### src/rtl/xbus_pkg.sv
package xbus_pkg;

    localparam int CNT_W    = 5;
    localparam int LEAD_MAX = 6;

    typedef enum logic [1:0] {
        PH_IDLE  = 2'd0,
        PH_LEAD  = 2'd1,
        PH_ACT   = 2'd2,
        PH_TRAIL = 2'd3
    } phase_e;

    typedef struct packed {
        logic [CNT_W-1:0] lead;
        logic [CNT_W-1:0] act;
        logic [CNT_W-1:0] trail;
    } timing_t;

    function automatic logic [CNT_W-1:0] stretch(input logic [CNT_W-1:0] b, input logic x2);
        return x2 ? (b << 1) : b;
    endfunction

    function automatic logic [CNT_W-1:0] lead_ticks(input logic [2:0] f, input logic x2);
        logic [CNT_W-1:0] b;
        b = (f == 3'd0 || f > 3'(LEAD_MAX)) ? CNT_W'(LEAD_MAX) : CNT_W'(f);
        return stretch(b, x2);
    endfunction

    function automatic logic [CNT_W-1:0] act_ticks(input logic [2:0] f, input logic x2);
        return stretch(CNT_W'(f) + CNT_W'(1), x2);
    endfunction

    function automatic logic [CNT_W-1:0] trail_ticks(input logic [1:0] f, input logic x2);
        return stretch(CNT_W'(f), x2);
    endfunction

endpackage

### src/rtl/xbus_timing_sel.sv
module xbus_timing_sel
    import xbus_pkg::*;
#(
    parameter int NZONE = 3,
    parameter int ZW    = 2
) (
    input  logic [NZONE-1:0]       cfg_x2,
    input  logic [NZONE-1:0][2:0]  cfg_rd_lead,
    input  logic [NZONE-1:0][2:0]  cfg_rd_act,
    input  logic [NZONE-1:0][1:0]  cfg_rd_trail,
    input  logic [NZONE-1:0][2:0]  cfg_wr_lead,
    input  logic [NZONE-1:0][2:0]  cfg_wr_act,
    input  logic [NZONE-1:0][1:0]  cfg_wr_trail,
    input  logic [ZW-1:0]          zone,
    input  logic                   is_wr,
    output timing_t                tim
);
    timing_t zt [NZONE];

    for (genvar z = 0; z < NZONE; z++) begin : g_zone
        always_comb begin
            if (is_wr) begin
                zt[z].lead  = lead_ticks(cfg_wr_lead[z], cfg_x2[z]);
                zt[z].act   = act_ticks(cfg_wr_act[z], cfg_x2[z]);
                zt[z].trail = trail_ticks(cfg_wr_trail[z], cfg_x2[z]);
            end else begin
                zt[z].lead  = lead_ticks(cfg_rd_lead[z], cfg_x2[z]);
                zt[z].act   = act_ticks(cfg_rd_act[z], cfg_x2[z]);
                zt[z].trail = trail_ticks(cfg_rd_trail[z], cfg_x2[z]);
            end
        end
    end

    always_comb begin
        tim = zt[0];
        for (int z = 1; z < NZONE; z++)
            if (zone == ZW'(z)) tim = zt[z];
    end
endmodule

### src/rtl/xbus_wbuf.sv
module xbus_wbuf #(
    parameter int W     = 31,
    parameter int DEPTH = 3,
    localparam int PW   = (DEPTH > 1) ? $clog2(DEPTH) : 1,
    localparam int CW   = $clog2(DEPTH + 1)
) (
    input  logic          clk,
    input  logic          rst,
    input  logic          push,
    input  logic [W-1:0]  push_data,
    input  logic          pop,
    output logic [W-1:0]  head,
    output logic [CW-1:0] count
);
    logic [W-1:0]  slot [DEPTH];
    logic [PW-1:0] rd_ptr, wr_ptr;

    function automatic logic [PW-1:0] bump(input logic [PW-1:0] p);
        return (p == PW'(DEPTH - 1)) ? '0 : p + PW'(1);
    endfunction

    always_ff @(posedge clk) begin
        if (rst) begin
            rd_ptr <= '0;
            wr_ptr <= '0;
            count  <= '0;
        end else begin
            if (push) begin
                slot[wr_ptr] <= push_data;
                wr_ptr       <= bump(wr_ptr);
            end
            if (pop) rd_ptr <= bump(rd_ptr);
            count <= count + CW'(push) - CW'(pop);
        end
    end

    assign head = slot[rd_ptr];
endmodule

### src/rtl/xbus_phase_fsm.sv
module xbus_phase_fsm
    import xbus_pkg::*;
#(
    parameter int ZW = 2,
    parameter int AW = 12,
    parameter int DW = 16
) (
    input  logic          clk,
    input  logic          rst,
    input  logic          tick,
    input  logic          start,
    input  logic [ZW-1:0] st_zone,
    input  logic          st_wr,
    input  logic [AW-1:0] st_addr,
    input  logic [DW-1:0] st_data,
    input  timing_t       tim,
    input  logic          rdy_en,
    input  logic          xready,
    input  logic [DW-1:0] xd_in,
    output phase_e        ph,
    output logic [ZW-1:0] cur_zone,
    output logic          cur_wr,
    output logic [AW-1:0] cur_addr,
    output logic [DW-1:0] cur_data,
    output logic          rd_done,
    output logic [DW-1:0] rdata
);
    logic [CNT_W-1:0] cnt;
    logic             last;

    assign last = (cnt <= CNT_W'(1));

    always_ff @(posedge clk) begin
        if (rst) begin
            ph       <= PH_IDLE;
            cnt      <= '0;
            cur_zone <= '0;
            cur_wr   <= 1'b0;
            cur_addr <= '0;
            cur_data <= '0;
            rd_done  <= 1'b0;
            rdata    <= '0;
        end else begin
            rd_done <= 1'b0;
            unique case (ph)
                PH_IDLE: if (start) begin
                    cur_zone <= st_zone;
                    cur_wr   <= st_wr;
                    cur_addr <= st_addr;
                    cur_data <= st_data;
                    cnt      <= tim.lead;
                    ph       <= PH_LEAD;
                end
                PH_LEAD: if (tick) begin
                    if (last) begin
                        ph  <= PH_ACT;
                        cnt <= tim.act;
                    end else cnt <= cnt - CNT_W'(1);
                end
                PH_ACT: if (tick) begin
                    if (!last) cnt <= cnt - CNT_W'(1);
                    else if (!rdy_en || xready) begin
                        if (!cur_wr) rdata <= xd_in;
                        if (tim.trail == '0) begin
                            ph      <= PH_IDLE;
                            rd_done <= !cur_wr;
                        end else begin
                            ph  <= PH_TRAIL;
                            cnt <= tim.trail;
                        end
                    end
                end
                PH_TRAIL: if (tick) begin
                    if (last) begin
                        ph      <= PH_IDLE;
                        rd_done <= !cur_wr;
                    end else cnt <= cnt - CNT_W'(1);
                end
                default: ph <= PH_IDLE;
            endcase
        end
    end
endmodule

### src/rtl/xbus_seq.sv
module xbus_seq
    import xbus_pkg::*;
#(
    parameter int NZONE = 3,
    parameter int AW    = 12,
    parameter int DW    = 16,
    parameter int WBUF_DEPTH = 3,
    localparam int ZW   = (NZONE > 1) ? $clog2(NZONE) : 1
) (
    input  logic                   clk,
    input  logic                   rst,
    input  logic                   tick,
    input  logic                   cfg_wbuf_en,
    input  logic [NZONE-1:0]       cfg_x2,
    input  logic [NZONE-1:0]       cfg_rdy_en,
    input  logic [NZONE-1:0][2:0]  cfg_rd_lead,
    input  logic [NZONE-1:0][2:0]  cfg_rd_act,
    input  logic [NZONE-1:0][1:0]  cfg_rd_trail,
    input  logic [NZONE-1:0][2:0]  cfg_wr_lead,
    input  logic [NZONE-1:0][2:0]  cfg_wr_act,
    input  logic [NZONE-1:0][1:0]  cfg_wr_trail,
    input  logic                   req_valid,
    input  logic                   req_write,
    input  logic [ZW-1:0]          req_zone,
    input  logic [AW-1:0]          req_addr,
    input  logic [DW-1:0]          req_wdata,
    output logic                   req_ready,
    output logic                   rsp_valid,
    output logic [DW-1:0]          rsp_rdata,
    output logic [NZONE-1:0]       xcs_n,
    output logic [AW-1:0]          xa,
    output logic [DW-1:0]          xd_out,
    output logic                   xd_oe,
    input  logic [DW-1:0]          xd_in,
    output logic                   xrd_n,
    output logic                   xwe_n,
    input  logic                   xready
);
    localparam int EW = ZW + AW + DW;
    localparam int CW = $clog2(WBUF_DEPTH + 1);

    typedef struct packed {
        logic [ZW-1:0] zone;
        logic [AW-1:0] addr;
        logic [DW-1:0] data;
    } wentry_t;

    phase_e        ph;
    wentry_t       head, in_ent;
    logic [CW-1:0] wb_cnt;
    logic          idle, wb_empty, rd_ok, wr_ok, push, pop, rd_go, start, busy;
    logic [ZW-1:0] cur_zone, st_zone, sel_zone;
    logic          cur_wr, st_wr, sel_wr;
    logic [AW-1:0] cur_addr, st_addr;
    logic [DW-1:0] cur_data, st_data;
    timing_t       tim;

    assign idle     = (ph == PH_IDLE);
    assign busy     = !idle;
    assign wb_empty = (wb_cnt == '0);
    assign rd_ok    = idle && wb_empty;
    assign wr_ok    = cfg_wbuf_en ? (wb_cnt < CW'(WBUF_DEPTH)) : rd_ok;
    assign req_ready = req_write ? wr_ok : rd_ok;
    assign push     = req_valid && req_write && wr_ok;
    assign rd_go    = req_valid && !req_write && rd_ok;
    assign pop      = idle && !wb_empty;
    assign start    = pop || rd_go;
    assign in_ent   = '{zone: req_zone, addr: req_addr, data: req_wdata};

    always_comb begin
        if (pop) begin
            st_zone = head.zone; st_wr = 1'b1; st_addr = head.addr; st_data = head.data;
        end else begin
            st_zone = req_zone;  st_wr = 1'b0; st_addr = req_addr;  st_data = '0;
        end
    end

    assign sel_zone = idle ? st_zone : cur_zone;
    assign sel_wr   = idle ? st_wr   : cur_wr;

    xbus_wbuf #(.W(EW), .DEPTH(WBUF_DEPTH)) u_wbuf (
        .clk(clk), .rst(rst), .push(push), .push_data(in_ent),
        .pop(pop), .head(head), .count(wb_cnt)
    );

    xbus_timing_sel #(.NZONE(NZONE), .ZW(ZW)) u_tsel (
        .cfg_x2(cfg_x2),
        .cfg_rd_lead(cfg_rd_lead), .cfg_rd_act(cfg_rd_act), .cfg_rd_trail(cfg_rd_trail),
        .cfg_wr_lead(cfg_wr_lead), .cfg_wr_act(cfg_wr_act), .cfg_wr_trail(cfg_wr_trail),
        .zone(sel_zone), .is_wr(sel_wr), .tim(tim)
    );

    xbus_phase_fsm #(.ZW(ZW), .AW(AW), .DW(DW)) u_fsm (
        .clk(clk), .rst(rst), .tick(tick), .start(start),
        .st_zone(st_zone), .st_wr(st_wr), .st_addr(st_addr), .st_data(st_data),
        .tim(tim), .rdy_en(cfg_rdy_en[cur_zone]), .xready(xready), .xd_in(xd_in),
        .ph(ph), .cur_zone(cur_zone), .cur_wr(cur_wr), .cur_addr(cur_addr),
        .cur_data(cur_data), .rd_done(rsp_valid), .rdata(rsp_rdata)
    );

    for (genvar z = 0; z < NZONE; z++) begin : g_cs
        assign xcs_n[z] = !(busy && cur_zone == ZW'(z));
    end

    assign xa     = busy ? cur_addr : '0;
    assign xd_out = cur_data;
    assign xrd_n  = !(ph == PH_ACT && !cur_wr);
    assign xwe_n  = !(ph == PH_ACT && cur_wr);
    assign xd_oe  = (ph == PH_ACT) && cur_wr;
endmodule

### config.mk
export PLATFORM = sky130hd
export DESIGN_NAME = xbus_seq
export DESIGN_NICKNAME = d
export VERILOG_FILES = /design/src/rtl/xbus_pkg.sv /design/src/rtl/xbus_timing_sel.sv /design/src/rtl/xbus_wbuf.sv /design/src/rtl/xbus_phase_fsm.sv /design/src/rtl/xbus_seq.sv
export SDC_FILE = /design/constraint.sdc
export NUM_CORES = 1
export LEC_CHECK = 0
export ABC_AREA = 1
export BUFFER_PORTS_ARGS = -buffer_cell sky130_fd_sc_hd__buf_2
export CORE_AREA = 8 8 123 125
export CTS_CLUSTER_SIZE = 25
export DETAILED_ROUTE_END_ITERATION = 16
export DIE_AREA = 0 0 131 133
export PLACE_DENSITY_LB_ADDON = 0.2
export SKIP_LAST_GASP = 1
export SYNTH_ARGS = -nofsm -noshare
export SYNTH_HDL_FRONTEND = slang
export SYNTH_SLANG_ARGS = --single-unit
export TNS_END_PERCENT = 50
### constraint.sdc
create_clock -name clk -period 7.2 [get_ports clk]
set_clock_uncertainty 0.2 [all_clocks]
set_input_delay 0.72 -clock clk [delete_from_list [all_inputs] [get_ports clk]]
set_output_delay 0.72 -clock clk [all_outputs]
set_load 0.005 [all_outputs]
==> impl_metrics.yaml, run 1 <==
hold_path:
  holdCritStartpoint: "u_fsm.cur_data[12]"
  hold_end: "u_fsm.cur_data[12]"
  worst_hold_path.num_cells: 2
  hp-class: "reg -> reg"
flow_run:
  cap_violations: 0
placement:
  place_congestion: 0.872
  portBuffers: 158
  pre_cts_ws_ns: 3.66
  hpwlAfterDp_um: 12800
  place_area_um2: 8490
grt:
  antenna_found_initial: 1
  grt_first_pass_wirelength_um: 31300
  grt_max_degree: 61
  grt_use_total: 0.223
  grt_pass1_vias: 6511
  gr-total-overflow: 0
power:
  leakagePower_nw: 3.94
  peakVddDrop_mv: 0.325
  pwr_density_cell_nw_per_um2: 438
clock_network:
  clk_latency_ns: 0.41
  cts_tree: "done"
  cts_setup_buffers: 0
  clockRootBuffer: "clkbuf_16"
  cts_resized: 0
  clockBufferDepth: 2
  cts.sinks: 153
  htreeDepth: 4
  cts_buffers: 17
  hold_buffers: 0
  path_clk_slew_ns: 0.06
die:
  core_um2: 13100
  initial_core_util: 0.582
  ioPinCount: 159
  dieWidth_um: 131
  core.rowCount: 42
  die_h_um: 133
  die_area_um2: 17400
timing:
  worst_pin_slew_ns: 1.04
  min_period_ns: 3.32
  slew_viol_final: 0
  relSlewSlack: 0.306
  rsz0062_at_grt: "false"
  fmax_ghz: 0.301
  hold_slack_ns: 0.259
  fin_crit_sh: 0.461
  hold_viol: 0
  setup_tns_ns: 0
  setup_viol: 0
  setup_ws_ns: 3.88
drt:
  drcViolationCount: 0
  drt-vias-per-instance: 5.43
  dr.pass1.iters: 6
  routed_wl_um: 18900
  antenna_left: 0
  post_drt_wl_per_cell_um: 15.7
  num_vias: 6568
  drtIter0Drc: 574
setup_path:
  arrival_ns: 3.42
  slowest_delay_ns: 0.51
  worst_path_most_repeated_cell: "nor2_1"
  worstPathRequired_ns: 7.30
  path_delay_family: "simple AND/OR/NAND/NOR gates"
  r2r-end: "u_fsm.cnt[1]"
  cp.buffers_inverters: 2
  r2r_cells: 17
  cp-start-kind: "flip-flop"
  crit_fanout: 38
  critPathSlowestCell: "nand2_2"
  end_kind: "flip-flop"
  critPathKind: "reg -> reg"
  worstReg2RegStart: "u_fsm.ph[0]"
  rrSetupSlack_ns: 3.88
  worstPathCellList: "nor2_2, buf_4, nand2_1, nand2_2, inv_2, nor2_1, nor2_1, a21oi_1, nor2_1, nor2_2, nand3_2, nand2_2, nand2_4, nand2_4, nand2_1, nand2_1, nor2_1"
yosys:
  yosysWarnings: 0
  synth_edf_count: 90
  yosysMostFrequentCell: "nand2_1"
  synth-adder-area-share: 0.0164
  syn-cell-area_um2: 7620
  syn-num-nets: 1001
  yosys-top-cells-count: "nand2_1 (189), edfxtp_1 (90), a21oi_1 (83), inv_1 (77), nor2_1 (70)"
  synth_compound_area_frac: 0.167
  synthFlopType: "edfxtp_1"
  yosys-mux-area-fraction: 0.00131
  synth_top_family_by_area: "simple AND/OR/NAND/NOR gates"
  synth_top_area_share: 0.355
  ys_seq_area_frac: 0.520
  ys_ff_latch: 153
  syn-instance-count: 884
  synth-simple-area-share: 0.216
  postSynth.asyncResetShare: 0
  synth.avg_cell_area_um2: 8.62
  yosys.area_share.xor_xnor: 0.0103
  yosys.area.top_type: "edfxtp_1"
  synthTopCellsByArea: "edfxtp_1 (35%), dfxtp_1 (17%), nand2_1 (9.3%), a21oi_1 (5.5%), nand3_1 (4.5%)"
  synth_cell_types: 44
layout:
  diodes: 0
  fill_cells: 1077
  post-route-cell-area_um2: 9080
  final_nets: 1137
  multi_input_area_um2: 3160
  drive_above_1_share: 0.227
  seq_area_um2: 3960
  area_delta_synth_final_pct: 19.1
outcome:
  status: "completed"
## metrics by stage
stage | instances | power [mW] | utilization
2_1_floorplan | 884 | 2.66 | -
3_3_place_gp | 1177 | 3.07 | 0.648
6_report | 1209 | 3.97 | 0.694
3_5_place_dp | 1177 | 3.10 | 0.648
5_1_grt | 1209 | 4.30 | 0.694
4_1_cts | 1209 | 3.99 | 0.694
## placed cells by master (no fill, tap or decap), drive strengths merged, types with 41 or more instances in the layout
cell	n
a21oi	85
buf	163
dfxtp	63
edfxtp	90
inv	87
nand2	203
nand3	71
nor2	78
o211ai	41
o21ai	65
## routing by layer
| layer | GRT usage | routed length, um | up-vias |
|---|---|---|---|
| met2 | 0.375 | 9330 | 235 |
| met5 | 0 | 10 | - |
| met4 | 0.0689 | 215 | 2 |
| met1 | 0.278 | 8020 | 3006 |
| met3 | 0.0494 | 1360 | 20 |
| li1 | - | - | 3305 |
## worst max path at each step
stage / endpoint / depth (start not counted) / startpoint
6_report: u_fsm.cnt[1] / 17 / u_fsm.ph[0]
5_1_grt: u_fsm.cnt[1] / 17 / u_fsm.ph[0]
4_1_cts: u_fsm.cnt[1] / 17 / u_fsm.ph[0]
3_5_place_dp: u_wbuf.slot[2][5] / 5 / rst
3_3_place_gp: u_wbuf.slot[2][7] / 5 / rst
2_1_floorplan: u_wbuf.slot[2][0] / 8 / u_fsm.ph[0]
## logic make-up after synthesis
family          count (synthesis)
buf+inv                       129
mux                             1
flops                         153
xor+xnor                        9
simple gates                  367
compound gates                215
fa+ha+maj                      10
## layout make-up
| type | instances | area share |
|---|---|---|
| timing repair buffer | 163 | 0.0912 |
| inverter | 83 | 0.0343 |
| multi-input combinational | 602 | 0.348 |
| clock buffer | 19 | 0.0477 |
| tap | 176 | 0.0243 |
| sequential | 153 | 0.437 |
| clock inverter | 13 | 0.0175 |
## registers in the layout, summed over array words and instances (netlist names), named ones only
signal / flops
u_fsm.cnt: 5
u_fsm.cur_addr: 12
u_fsm.cur_data: 16
u_fsm.cur_wr: 1
u_fsm.cur_zone: 2
u_fsm.ph: 2
u_fsm.rd_done: 1
u_fsm.rdata: 16
u_wbuf.count: 2
u_wbuf.rd_ptr: 2
u_wbuf.slot: 90
u_wbuf.wr_ptr: 2
## worst register-to-register path: cells and delay by family, from the launching register on
kind                   cells  cell delay (ns)
AND/OR/NAND/NOR           14             1.78
AO/OA/AOI/OAI              1             0.12
flip-flops                 1             0.39
buffers and inverters      2             0.72
## power breakdown
| group | internal (mW) | switching [mW] | total, mW | leakage [nW] |
|---|---|---|---|---|
| Combinational | 0.648 | 1.33 | 1.98 | 2.33 |
| Sequential | 1.05 | 0.0680 | 1.12 | 1.33 |
| Clock | 0.521 | 0.355 | 0.876 | 0.283 |
Power figures use the tool's default switching activity.
==> run 2: changes to the inputs <==
--- a/config.mk
+++ b/config.mk
@@ -7,10 +7,10 @@
 export LEC_CHECK = 0
 export ABC_AREA = 1
 export BUFFER_PORTS_ARGS = -buffer_cell sky130_fd_sc_hd__buf_2
-export CORE_AREA = 8 8 123 125
+export CORE_AREA = 8 8 133 135
 export CTS_CLUSTER_SIZE = 25
 export DETAILED_ROUTE_END_ITERATION = 16
-export DIE_AREA = 0 0 131 133
+export DIE_AREA = 0 0 141 143
 export PLACE_DENSITY_LB_ADDON = 0.2
 export SKIP_LAST_GASP = 1
 export SYNTH_ARGS = -nofsm -noshare
==> constraint.sdc (replaced) <==
create_clock -name clk -period 2.8 [get_ports clk]
set_clock_uncertainty 0.2 [all_clocks]
set_input_delay 0.28 -clock clk [delete_from_list [all_inputs] [get_ports clk]]
set_output_delay 0.28 -clock clk [all_outputs]
set_load 0.005 [all_outputs]
==> run 2 against run 1 <==
  * Hold slack worse by 0.14 ns
  * Sequential cell count unchanged
  * Wire length up 8.0%
  * Fmax grew 30%
  * First-iteration DRC count fell by 17%
  * Sequential share of layout area down 3.0 points
  * Global-route usage is 1.7 points lower
  * Worst setup slack got worse by 3.6 ns
  * Total power rose to 2.6 times the previous value
  * Combinational power rose to 2.7 times the previous value
  * Die area is 16% higher
  * Count of clock-buffer cells in the layout shrank 1
  * Critical path type unchanged
  * Highest routed layer is now met4
==> impl_metrics.yaml, run 2 (same netlist as run 1, synthesis figures left out) <==
grt:
  grt_use_total: 0.206
  grt_pass1_vias: 6763
  gr-total-overflow: 0
  grt_max_degree: 44
  grt_first_pass_wirelength_um: 33100
  antenna_found_initial: 0
setup_path:
  end_kind: "flip-flop"
  critPathKind: "reg -> reg"
  arrival_ns: 2.68
  worstReg2RegStart: "u_fsm.ph[1]"
  worstPathRequired_ns: 2.92
  crit_start: "u_fsm.ph[1]"
  crit_fanout: 37
  cp-start-kind: "flip-flop"
timing:
  fmax_ghz: 0.391
  fin_crit_sh: 0.914
  setup_ws_ns: 0.240
  min_period_ns: 2.56
  setup_viol: 0
  rsz0062_at_grt: "false"
  hold_slack_ns: 0.114
  hold_viol: 0
  setup_tns_ns: 0
  relSlewSlack: 0.672
  slew_viol_final: 0
  worst_pin_slew_ns: 0.492
layout:
  final_common_cell: "nand2_1"
  drive_above_1_share: 0.234
  final_nets: 1206
  largest_reg_flops: 90
  area_delta_synth_final_pct: 28.0
  multi_input_area_um2: 3170
  regMostFlops: "u_wbuf.slot"
  diodes: 0
  reg_top3: "u_wbuf.slot x90, u_fsm.cur_data x16, u_fsm.rdata x16"
  fill_cells: 1350
  final_cell_mix: "nand2_1 (189), buf_2 (158), edfxtp_1 (90)"
  seq_area_um2: 3960
die:
  core_um2: 15600
  core.rowCount: 46
  die_h_um: 143
  initial_core_util: 0.489
  die_area_um2: 20200
  ioPinCount: 159
  dieWidth_um: 141
power:
  switching_power_mw: 4.64
  pwr-share-seq: 0.273
  p_int_mw: 5.84
  pwr_density_cell_nw_per_um2: 1070
  peakVddDrop_mv: 0.696
  pwr-share-clk: 0.209
  p_sw_frac: 0.442
  leakagePower_nw: 4.23
  power_frac_comb: 0.519
clock_network:
  htreeDepth: 4
  clockBufferDepth: 2
  cts_buffers: 17
  cts_tree: "done"
  cts.sinks: 153
  clockRootBuffer: "clkbuf_16"
  path_clk_slew_ns: 0.06
  cts_setup_buffers: 0
  clk_latency_ns: 0.42
drt:
  drt-vias-per-instance: 5.23
  dr.pass1.iters: 5
  drtIter0Drc: 477
  post_drt_wl_per_cell_um: 15.5
  num_vias: 6890
  routed_wl_um: 20400
  antenna_left: 0
  drcViolationCount: 0
flow_run:
  cap_violations: 0
hold_path:
  holdCritStartpoint: "req_write"
  hp-class: "in -> reg"
placement:
  hpwlAfterDp_um: 14100
  portBuffers: 158
  pre_cts_ws_ns: 0.193
  place_congestion: 0.935
outcome:
  status: "completed"
## run 2: what timing repair did
action | in CTS | in global routing
hold endpoints to repair | 107 | 0
endpoints found under the setup margin | 0 | 4
gates resized for setup | 0 | 4
hold buffers | 47 | 0
## run 2: path summary, 6_finish.rpt
path,endpoint,cells past startpoint,slack [ns]
worst max register to register,u_fsm.cnt[1],17,0.24
worst min register to register,u_fsm.cur_data[7],2,0.26
worst min-delay path,u_fsm.cur_zone[1],4,0.11
worst max-delay path,u_fsm.cnt[1],17,0.24
## run 2: per-layer routing
layer	routed length, um	up-vias	GRT usage
met5	0	-	0
met4	550	0	0.0962
met3	1140	46	0.0464
met2	10100	200	0.352
met1	8640	3202	0.244
li1	-	3442	-
## run 2: worst max-delay path, stage by stage (launching register included)
cell and delay (ns):
dfxtp_1 0.45, inv_2 0.10, nand2_2 0.18, nand2_1 0.09, nand2_2 0.11, buf_8 0.23, a21oi_1 0.05, or2_0 0.22
nand3_1 0.07, nand2_1 0.08, nor2_4 0.15, nand3_2 0.10, nand2_2 0.09, nand2_4 0.07, nand2_4 0.09, nand2_1 0.05
nand2_1 0.05, nor2_1 0.04
## run 2: area by class of cell
cell class | count | area share
sequential | 153 | 0.406
multi-input combinational | 602 | 0.325
timing repair buffer | 232 | 0.151
clock buffer | 18 | 0.0440
inverter | 83 | 0.0322
tap | 216 | 0.0277
clock inverter | 14 | 0.0140
## run 2: metrics by stage
stage | std cells | util | power (mW) | area (um2)
after floorplan | 884 | - | 6.84 | 7630
after global placement | 1239 | 0.558 | 8.19 | 8710
after detailed placement | 1239 | 0.558 | 8.23 | 8710
after CTS | 1318 | 0.625 | 10.5 | 9740
after global routing | 1318 | 0.625 | 11.3 | 9750
final | 1318 | 0.625 | 10.5 | 9750
## run 2: power by group through the flow
stage | logic (mW) | clock network (mW) | registers, mW
2_1_floorplan | 3.95 | 0 | 2.89
3_3_place_gp | 5.29 | 0 | 2.90
3_5_place_dp | 5.33 | 0 | 2.91
4_1_cts | 5.41 | 2.23 | 2.86
5_1_grt | 6.10 | 2.32 | 2.90
6_report | 5.43 | 2.19 | 2.86
==> run 3: changes to the inputs <==
--- a/config.mk
+++ b/config.mk
@@ -7,13 +7,14 @@
 export LEC_CHECK = 0
 export ABC_AREA = 1
 export BUFFER_PORTS_ARGS = -buffer_cell sky130_fd_sc_hd__buf_2
-export CORE_AREA = 8 8 133 135
+export CORE_AREA = 8 8 136 138
 export CTS_CLUSTER_SIZE = 25
 export DETAILED_ROUTE_END_ITERATION = 16
-export DIE_AREA = 0 0 141 143
+export DIE_AREA = 0 0 144 146
 export PLACE_DENSITY_LB_ADDON = 0.2
 export SKIP_LAST_GASP = 1
 export SYNTH_ARGS = -nofsm -noshare
 export SYNTH_HDL_FRONTEND = slang
+export SYNTH_HIERARCHICAL = 1
 export SYNTH_SLANG_ARGS = --single-unit
 export TNS_END_PERCENT = 50
==> run 3 against run 2 <==
  * Area after synthesis grew 4.4%
  * Combinational power fell by 11%
  * Synthesized cell count grew 12%
  * Via count grew 3.8%
  * Largest power group unchanged
  * Clock power grew 6%
  * Die area is 4.3% higher
  * First-iteration DRC count is 11% higher
  * Sequential share of layout area fell by 1.6 points
  * Critical endpoint is now u_fsm/cnt[3]
  * Total power is 4.0% lower
  * Final cell count grew 9.1%
  * Critical path type unchanged
==> impl_metrics.yaml, run 3 <==
placement:
  place_congestion: 0.891
  hpwlAfterDp_um: 13800
  portBuffers: 158
  pre_cts_ws_ns: 0.0707
timing:
  worst_pin_slew_ns: 0.628
  setup_ws_ns: 0.149
  hold_slack_ns: 0.112
  fin_crit_sh: 0.947
  min_period_ns: 2.65
  setup_tns_ns: 0
  setup_viol: 0
  hold_viol: 0
  relSlewSlack: 0.581
  fmax_ghz: 0.377
  slew_viol_final: 0
grt:
  gr-total-overflow: 0
  grt_max_degree: 32
  antenna_found_initial: 0
  grt_pass1_vias: 6996
  grt_use_total: 0.197
  grt_first_pass_wirelength_um: 33400
setup_path:
  critPathKind: "reg -> reg"
  cp.buffers_inverters: 3
  rrSetupSlack_ns: 0.15
  path_delay_family: "simple AND/OR/NAND/NOR gates"
  arrival_ns: 2.75
  end_kind: "flip-flop"
  worst_path_most_repeated_cell: "nand2_1"
  worstPathRequired_ns: 2.90
  worstPathCellList: "inv_2, nand2_1, a21oi_2, inv_1, nand3_1, nand3_1, nand2_1, inv_2, nor2_4, nand2_2, o22ai_2, nand2_1, nand2_2, nor2_2, nand3_2, nand3_2, a21boi_4, nand2_1, nor2_1, nor2_1"
  slowest_delay_ns: 0.34
  crit_fanout: 6
  cp-start-kind: "flip-flop"
  critPathSlowestCell: "dfxtp_2"
yosys:
  yosys-top-cells-count: "nand2_1 (236), nor2_1 (199), edfxtp_1 (90), inv_1 (82), dfxtp_1 (63)"
  yosys.area.top_type: "edfxtp_1"
  syn-instance-count: 991
  synth_top_area_share: 0.340
  synth_cell_types: 39
  yosys.area_share.xor_xnor: 0.00550
  postSynth.asyncResetShare: 0
  syn-cell-area_um2: 7960
  yosysWarnings: 6
  synthFlopType: "edfxtp_1"
  synth_compound_area_frac: 0.121
  synth_top_family_by_area: "simple AND/OR/NAND/NOR gates"
  synth_edf_count: 90
  synth-simple-area-share: 0.278
  yosys-mux-area-fraction: 0
  ys_seq_area_frac: 0.498
  synth.avg_cell_area_um2: 8.03
  synth-adder-area-share: 0.0157
  yosysMostFrequentCell: "nand2_1"
  synthTopCellsByArea: "edfxtp_1 (34%), dfxtp_1 (16%), nand2_1 (11%), nor2_1 (9.4%), inv_1 (3.9%)"
  ys_ff_latch: 153
drt:
  drt-vias-per-instance: 4.98
  num_vias: 7155
  drcViolationCount: 0
  routed_wl_um: 20800
  dr.pass1.iters: 7
  post_drt_wl_per_cell_um: 14.4
  antenna_left: 0
  drtIter0Drc: 531
die:
  core.rowCount: 47
  ioPinCount: 159
  initial_core_util: 0.489
  die_h_um: 146
  die_area_um2: 21000
  dieWidth_um: 144
  core_um2: 16300
clock_network:
  cts_tree: "done"
  clk_latency_ns: 0.41
  cts.sinks: 153
  cts_buffers: 17
  clockBufferDepth: 2
  path_clk_slew_ns: 0.06
  clockRootBuffer: "clkbuf_16"
  htreeDepth: 4
layout:
  area_delta_synth_final_pct: 27.6
  drive_above_1_share: 0.253
  reg_top3: "u_wbuf/slot x90, u_fsm/cur_data x16, u_fsm/rdata x16"
  fill_cells: 1491
  final_cell_mix: "nand2_1 (231), nor2_1 (194), buf_2 (158)"
  final_nets: 1322
  diodes: 0
  final_common_cell: "nand2_1"
  largest_reg_flops: 90
  regMostFlops: "u_wbuf/slot"
outcome:
  status: "completed"
power:
  peakVddDrop_mv: 0.606
  p_int_mw: 5.90
  leakagePower_nw: 4.59
  power_frac_comb: 0.481
  p_sw_frac: 0.414
  pwr-share-seq: 0.288
  switching_power_mw: 4.17
  pwr_density_cell_nw_per_um2: 991
  pwr-share-clk: 0.231
flow_run:
  cap_violations: 0
hold_path:
  hp-class: "in -> reg"
[run 3: cell count changes in the layout (fill, tap and decap cells not counted), sizes merged, moves of 8 or more]
cell,previous run,this run
nor2,78,210
nand2,203,243
o211ai,41,7
nand3,71,53
a21oi,85,72
a221oi,12,0
inv,87,99
nand4,3,11
[run 3: layout make-up]
type                            count  area [um2]  area share
Clock buffer                       18         429      0.0423
Clock inverter                     14         169      0.0166
Inverter                           96         364      0.0358
Multi-Input combinational cell    705        3450       0.340
Sequential cell                   153        3970       0.390
Tap cell                          220         275      0.0271
Timing Repair Buffer              232        1500       0.148
[run 3: metrics by stage]
step                utilization  power (mW)  instances  area (um2)
global route              0.624        10.9       1438       10200
global placement          0.553        7.52       1357        9010
finish                    0.624        10.1       1438       10200
detailed placement        0.553        7.57       1357        9010
CTS                       0.619        9.98       1436       10100
floorplan                     -        6.41        993        7970
[run 3: power groups by stage]
stage / combinational (mW) / clock [mW] / sequential (mW)
CTS: 4.72 / 2.37 / 2.89
global placement: 4.60 / 0 / 2.92
finish: 4.84 / 2.32 / 2.90
detailed placement: 4.64 / 0 / 2.93
global route: 5.47 / 2.46 / 2.94
floorplan: 3.46 / 0 / 2.95
[run 3: kinds of logic after synthesis]
kind of cell / Yosys count
compound gates: 157
xor+xnor: 5
fa+ha+maj: 10
buf+inv: 136
flops: 153
other cells: 1
simple gates: 529
[run 3: per-layer routing]
metal | GRT usage | vias up | share of wire
met3 | 0.0397 | 13 | 0.066
met2 | 0.361 | 213 | 0.52
met1 | 0.226 | 3287 | 0.41
met5 | 0 | - | 0
li1 | - | 3642 | -
met4 | 0.0494 | 0 | 0.0073
[run 3: what timing repair did]
item | 4_1_cts | 5_1_grt
endpoints found under the setup margin | 0 | 5
setup buffers | 0 | 1
resized for setup | 0 | 19
endpoints found under the hold margin | 108 | 0
hold buffers | 47 | 0
[run 3: worst paths after layout]
path,cells after the start,endpoint,start
min,6,u_wbuf/wr_ptr[0],req_valid
min reg2reg,2,u_fsm/cur_data[1],u_fsm/cur_data[1]
max reg2reg,20,u_fsm/cnt[3],flip-flop
max,20,u_fsm/cnt[3],flip-flop
[run 3: tightest hold or removal path, stage by stage]
cell and delay [ns]:
buf_2 0.10, nand2_1 0.06, a21oi_1 0.06, inv_1 0.07
nand3_1 0.06, o21ai_1 0.07
